**config.mk**
```make
export PLATFORM = sky130hd
export DESIGN_NAME = rsrc_item_parser
export DESIGN_NICKNAME = d
export VERILOG_FILES = /design/src/rtl/rip_pkg.sv /design/src/rtl/rip_hdr_decode.sv /design/src/rtl/rip_len_counter.sv /design/src/rtl/rsrc_item_parser.sv
export SDC_FILE = /design/constraint.sdc
export NUM_CORES = 1
export LEC_CHECK = 0
export BUFFER_PORTS_ARGS = -buffer_cell sky130_fd_sc_hd__buf_4
export CORE_UTILIZATION = 30
export DETAILED_ROUTE_END_ITERATION = 12
export SYNTH_ARGS = -nofsm -noshare
export SYNTH_HDL_FRONTEND = slang
export SYNTH_SLANG_ARGS = --single-unit
```
**constraint.sdc**
```tcl
create_clock -name clk -period 2 [get_ports clk]
set_input_delay 0.4 -clock clk [delete_from_list [all_inputs] [get_ports clk]]
set_output_delay 0.4 -clock clk [all_outputs]
set_load 0.01 [all_outputs]
```
**src/rtl/rip_pkg.sv**
```systemverilog
package rip_pkg;

  typedef enum logic [2:0] {
    ST_HDR    = 3'd0,
    ST_LEN_LO = 3'd1,
    ST_LEN_HI = 3'd2,
    ST_BODY   = 3'd3,
    ST_HALT   = 3'd4
  } pstate_t;

  localparam logic [3:0] SMALL_END_NAME = 4'hF;

  function automatic logic small_name_reserved(input logic [3:0] nm);
    return (nm >= 4'hA) && (nm <= 4'hD);
  endfunction

  function automatic logic large_name_reserved(input logic [6:0] nm);
    return (nm == 7'h00) || (nm >= 7'h07);
  endfunction

endpackage

```
**src/rtl/rip_hdr_decode.sv**
```systemverilog
module rip_hdr_decode #(
  parameter int BYTE_W = 8
) (
  input  logic [BYTE_W-1:0] hdr,
  output logic              is_large,
  output logic [BYTE_W-2:0] name,
  output logic [2:0]        short_len,
  output logic              is_end_tag,
  output logic              is_rsvd
);
  import rip_pkg::*;

  localparam int NAME_W = BYTE_W - 1;

  logic [3:0] small_nm;

  always_comb begin
    is_large  = hdr[BYTE_W-1];
    small_nm  = hdr[6:3];
    short_len = hdr[2:0];
    if (is_large) begin
      name       = hdr[NAME_W-1:0];
      is_end_tag = 1'b0;
      is_rsvd    = large_name_reserved(hdr[6:0]);
    end else begin
      name       = '0;
      name[3:0]  = small_nm;
      is_end_tag = (small_nm == SMALL_END_NAME);
      is_rsvd    = small_name_reserved(small_nm);
    end
  end

endmodule

```
**src/rtl/rip_len_counter.sv**
```systemverilog
module rip_len_counter #(
  parameter int LEN_W = 16
) (
  input  logic             clk,
  input  logic             rst,
  input  logic             load,
  input  logic [LEN_W-1:0] load_val,
  input  logic             dec,
  output logic [LEN_W-1:0] remaining,
  output logic             last
);

  always_ff @(posedge clk) begin
    if (rst) begin
      remaining <= '0;
    end else if (load) begin
      remaining <= load_val;
    end else if (dec && remaining != '0) begin
      remaining <= remaining - 1'b1;
    end
  end

  assign last = (remaining == {{(LEN_W-1){1'b0}}, 1'b1});


  dec_nonzero_chk: assert property (@(posedge clk) disable iff (rst)
    dec |-> remaining != '0);

endmodule

```
**src/rtl/rsrc_item_parser.sv**
```systemverilog
module rsrc_item_parser #(
  parameter int BYTE_W = 8
) (
  input  logic              clk,
  input  logic              rst,
  input  logic              in_valid,
  input  logic [BYTE_W-1:0] in_byte,
  output logic              in_ready,
  output logic              item_start,
  output logic              item_end,
  output logic              item_large,
  output logic [BYTE_W-2:0] item_name,
  output logic [2*BYTE_W-1:0] item_len,
  output logic              rsvd_warn,
  output logic              done
);
  import rip_pkg::*;

  localparam int NAME_W = BYTE_W - 1;
  localparam int LEN_W  = 2 * BYTE_W;

  pstate_t st;
  logic [BYTE_W-1:0] len_lo;
  logic              cur_is_end;
  logic              accept;

  logic              d_large;
  logic [NAME_W-1:0] d_name;
  logic [2:0]        d_slen;
  logic              d_end;
  logic              d_rsvd;

  logic              cnt_load;
  logic [LEN_W-1:0]  cnt_val;
  logic              cnt_dec;
  logic [LEN_W-1:0]  cnt_rem;
  logic              cnt_last;
  logic [LEN_W-1:0]  full_len;

  assign in_ready = (st != ST_HALT);
  assign accept   = in_valid && in_ready;
  assign full_len = {in_byte, len_lo};

  rip_hdr_decode #(.BYTE_W(BYTE_W)) u_dec (
    .hdr        (in_byte),
    .is_large   (d_large),
    .name       (d_name),
    .short_len  (d_slen),
    .is_end_tag (d_end),
    .is_rsvd    (d_rsvd)
  );

  always_comb begin
    cnt_load = 1'b0;
    cnt_val  = '0;
    if (accept && st == ST_HDR && !d_large) begin
      cnt_load = 1'b1;
      cnt_val  = {{(LEN_W-3){1'b0}}, d_slen};
    end else if (accept && st == ST_LEN_HI) begin
      cnt_load = 1'b1;
      cnt_val  = full_len;
    end
  end

  assign cnt_dec = accept && (st == ST_BODY);

  rip_len_counter #(.LEN_W(LEN_W)) u_cnt (
    .clk       (clk),
    .rst       (rst),
    .load      (cnt_load),
    .load_val  (cnt_val),
    .dec       (cnt_dec),
    .remaining (cnt_rem),
    .last      (cnt_last)
  );

  always_ff @(posedge clk) begin
    if (rst) begin
      st         <= ST_HDR;
      len_lo     <= '0;
      cur_is_end <= 1'b0;
      item_start <= 1'b0;
      item_end   <= 1'b0;
      item_large <= 1'b0;
      item_name  <= '0;
      item_len   <= '0;
      rsvd_warn  <= 1'b0;
      done       <= 1'b0;
    end else begin
      item_start <= 1'b0;
      item_end   <= 1'b0;
      if (accept) begin
        case (st)
          ST_HDR: begin
            item_start <= 1'b1;
            item_large <= d_large;
            item_name  <= d_name;
            cur_is_end <= d_end;
            if (d_rsvd) rsvd_warn <= 1'b1;
            if (d_large) begin
              item_len <= '0;
              st       <= ST_LEN_LO;
            end else begin
              item_len <= {{(LEN_W-3){1'b0}}, d_slen};
              if (d_slen == 3'd0) begin
                item_end <= 1'b1;
                if (d_end) begin
                  done <= 1'b1;
                  st   <= ST_HALT;
                end
              end else begin
                st <= ST_BODY;
              end
            end
          end
          ST_LEN_LO: begin
            len_lo <= in_byte;
            st     <= ST_LEN_HI;
          end
          ST_LEN_HI: begin
            item_len <= full_len;
            if (full_len == '0) begin
              item_end <= 1'b1;
              st       <= ST_HDR;
            end else begin
              st <= ST_BODY;
            end
          end
          ST_BODY: begin
            if (cnt_last) begin
              item_end <= 1'b1;
              if (cur_is_end) begin
                done <= 1'b1;
                st   <= ST_HALT;
              end else begin
                st <= ST_HDR;
              end
            end
          end
          default: st <= ST_HALT;
        endcase
      end
    end
  end


  start_after_beat_chk: assert property (@(posedge clk) disable iff (rst)
    item_start |-> $past(in_valid && in_ready));


  end_after_beat_chk: assert property (@(posedge clk) disable iff (rst)
    item_end |-> $past(in_valid && in_ready));


  warn_sticky_chk: assert property (@(posedge clk) disable iff (rst)
    rsvd_warn |=> rsvd_warn);


  done_sticky_chk: assert property (@(posedge clk) disable iff (rst)
    done |=> done && !in_ready);


  no_start_after_done_chk: assert property (@(posedge clk) disable iff (rst)
    $past(done) |-> !item_start);

endmodule

```
==> impl_metrics.csv <==
group,metric,value,unit
run_status,status,"finished clean",
cells_and_area,fin_nets,400,
grt,grt_pass1_wl,13050,um
floorplan,ioPinCount,40,
timing,finClkSkew,0.006409,ns
routing,first_iter_violations,207,
grt,grt_use_total,0.1676,
pwr,p_leak,1.373,nW
placement,placed_cells_incl_taps,491,
cts,path_clk_slew,0.11,ns
pwr,p_per_area,800.2,mW/mm^2
routing,route.detailed.drc,0,
placement,port_buffers,39,
routing,vias_per_cell,5.487,
synth,syn-num-nets,348,
floorplan,die_x,99.20,um
critical_path,worstSetupStartpoint,"u_cnt.remaining[1]",
grt,grt_antenna_before_repair,0,
critical_path,worst-setup-path-type,"reg2reg",
synth,synth_edf_count,0,
placement,place.gp.congestion,0.9218,
cts,cts_buffers,5,
min_path,min_from,"in_byte[1]",
cells_and_area,fin_cells,499,
cells_and_area,drive_above_1_share,0.2706,
timing,rsz0062_at_grt,"no",
timing,slew_violations,0,
routing,num_vias,2738,
timing,slew_headroom,0.6852,
cells_and_area,areaGrowthSynthToFinish,24.81,%
run,cap_viol_max_count,0,
cts,htree_levels,2,
cells_and_area,antennaDiodeCount,0,
cts,cts_tree,"built",
routing,antenna_left,0,
synth,synth_area,0.002834,sq mm
timing,final-setup-viol-count,0,
timing,fin_crit_sh,0.9509,
synth,yosysSeqAreaShare,0.3956,
cells_and_area,final_common_cell,"buf_4",
placement,dp_hpwl,5933,um
cts,cts-root-buf,"clkbuf_8",
critical_path,cp-end-kind,"flip-flop",
synth,synth_area_per_cell,8.460,sq um
synth,ys_types,69,
floorplan,start_util,0.3082,
critical_path,r2r-start,"u_cnt.remaining[1]",
timing,min_period,1.902,ns
grt,grt_remaining_overflow,0,
critical_path,critPathMaxFanout,8,
synth,ys.flop_type,"dfxtp_1",
routing,drt_first_pass_iters,5,
synth,async_flop_share,0,
routing,routed_wl,7993,um
cells_and_area,final_cell_mix,"66 x buf_4, 54 x dfxtp_1, 42 x nor2_1",
routing,routedWlPerCell,16.02,um
cts,worstSkewPairLatency,0.31,ns
floorplan,fp.dieH,99.20,um
critical_path,cp.required,2.27,ns
grt,grt_max_degree,27,
cts,cts_buffer_depth,2,
pwr,vdd_ir_drop_max,374.7,uV
cts,cts_sinks,56,
timing,timing.fmax,525.8,MHz
synth,ys.warnings.count,0,
timing,fin_setup_tns,0,ns
floorplan,die_area,0.009840,sq mm
timing,timing.hold.ws,0.3837,ns
cells_and_area,utilization,0.3846,
timing,tightest_slew,0.4682,ns
min_path,min_path_type,"in2reg",
pwr,p_total,2.831,mW
synth,synth-seq-cells,56,
critical_path,crit_path_start_kind,"flip-flop",
floorplan,coreArea,0.009196,sq mm
synth,synth_cells,335,
floorplan,row_count,35,
grt,grt_pass1_vias,2597,
critical_path,arrival,2.17,ns
timing,hold_viol,0,
cts,cts_hold_buf,0,
-- timing repair --
action | CTS | global route
endpoints found under the setup margin | 0 | 15
buffers inserted | 0 | 0
gates resized for setup | 0 | 3
-- Yosys cell counts (all sizes together), types with 3 or more instances --
cell type | instances | area (sq um)
dfxtp | 56 | 1121
nor2 | 45 | 195.2
nand2 | 33 | 126.4
a21oi | 29 | 152.7
nor3 | 16 | 85.08
o21ai | 15 | 75.07
nand3 | 13 | 65.06
clkbuf | 12 | 45.04
buf | 11 | 65.06
a22oi | 9 | 67.56
nor4 | 9 | 98.84
mux2i | 8 | 80.08
inv | 7 | 26.28
a211oi | 5 | 52.55
a31oi | 5 | 31.28
nand2b | 4 | 25.02
nor3b | 4 | 40.03
or4 | 4 | 33.78
a32oi | 3 | 26.28
nand4 | 3 | 25.02
o21a | 3 | 22.52
-- cell families (layout without fill, tap and decap cells) --
family,after synthesis,after routing,share of synthesized area
mux,8,8,0.02826
simple gates,146,146,0.2896
xor+xnor,1,1,0.003091
flops,56,56,0.3956
buf+inv,30,83,0.04812
compound gates,92,92,0.2265
fa+ha+maj,2,2,0.008829
-- flip-flops by register name (all words and copies together) (netlist names) --
name and flops:
u_cnt.remaining 16, len_lo 8, done 1, item_large 1, item_name 7, item_start 1, st 3, cur_is_end 1
item_end 1, item_len 16, rsvd_warn 1
-- area by class of cell --
cell class / instances / area (sq um)
fillers: 935 / 5659
multi-input cells: 249 / 1598
flip-flops and latches: 56 / 1124
repair buffers: 68 / 535.5
well taps: 111 / 138.9
clock buffers: 5 / 68.82
clock inverters: 3 / 46.29
inverters: 7 / 26.28
-- report_power, final --
part	switching [mW]	internal, mW	total, mW
Sequential	0.0648	1.17	1.24
Combinational	0.447	0.364	0.811
Clock	0.402	0.378	0.781
Total	0.915	1.92	2.83
-- worst paths after layout --
check	depth (start not counted)	slack (ns)	to
worst max register to register	7	0.1	u_cnt.remaining[9]
worst min-delay path	3	0.38	len_lo[1]
worst min register to register	2	0.46	done
worst max-delay path	7	0.1	u_cnt.remaining[9]
-- metrics by stage --
stage	setup WS, ns	instance area (sq um)
detailed placement	0.08424	3413
floorplan	0.1097	2834
finish	0.09828	3537
CTS	0.05811	3528
global placement	0.1269	3413
global route	0.009009	3537
-- metal layers --
layer,up-vias,track usage,wire [um]
li1,1335,-,-
met2,97,0.2803,3802
met4,0,0.05543,141
met5,-,0,0
met1,1287,0.2188,3614
met3,19,0.03022,434
-- critical path: stages, from the launching register on --
cell	delay, ns
dfxtp_1	0.39
inv_1	0.08
ha_1	0.20
nor3b_4	0.17
and4_4	0.21
a2111o_2	0.54
a21oi_1	0.15
a211o_1	0.11
No activity file was read; power rests on OpenSTA's default activity.
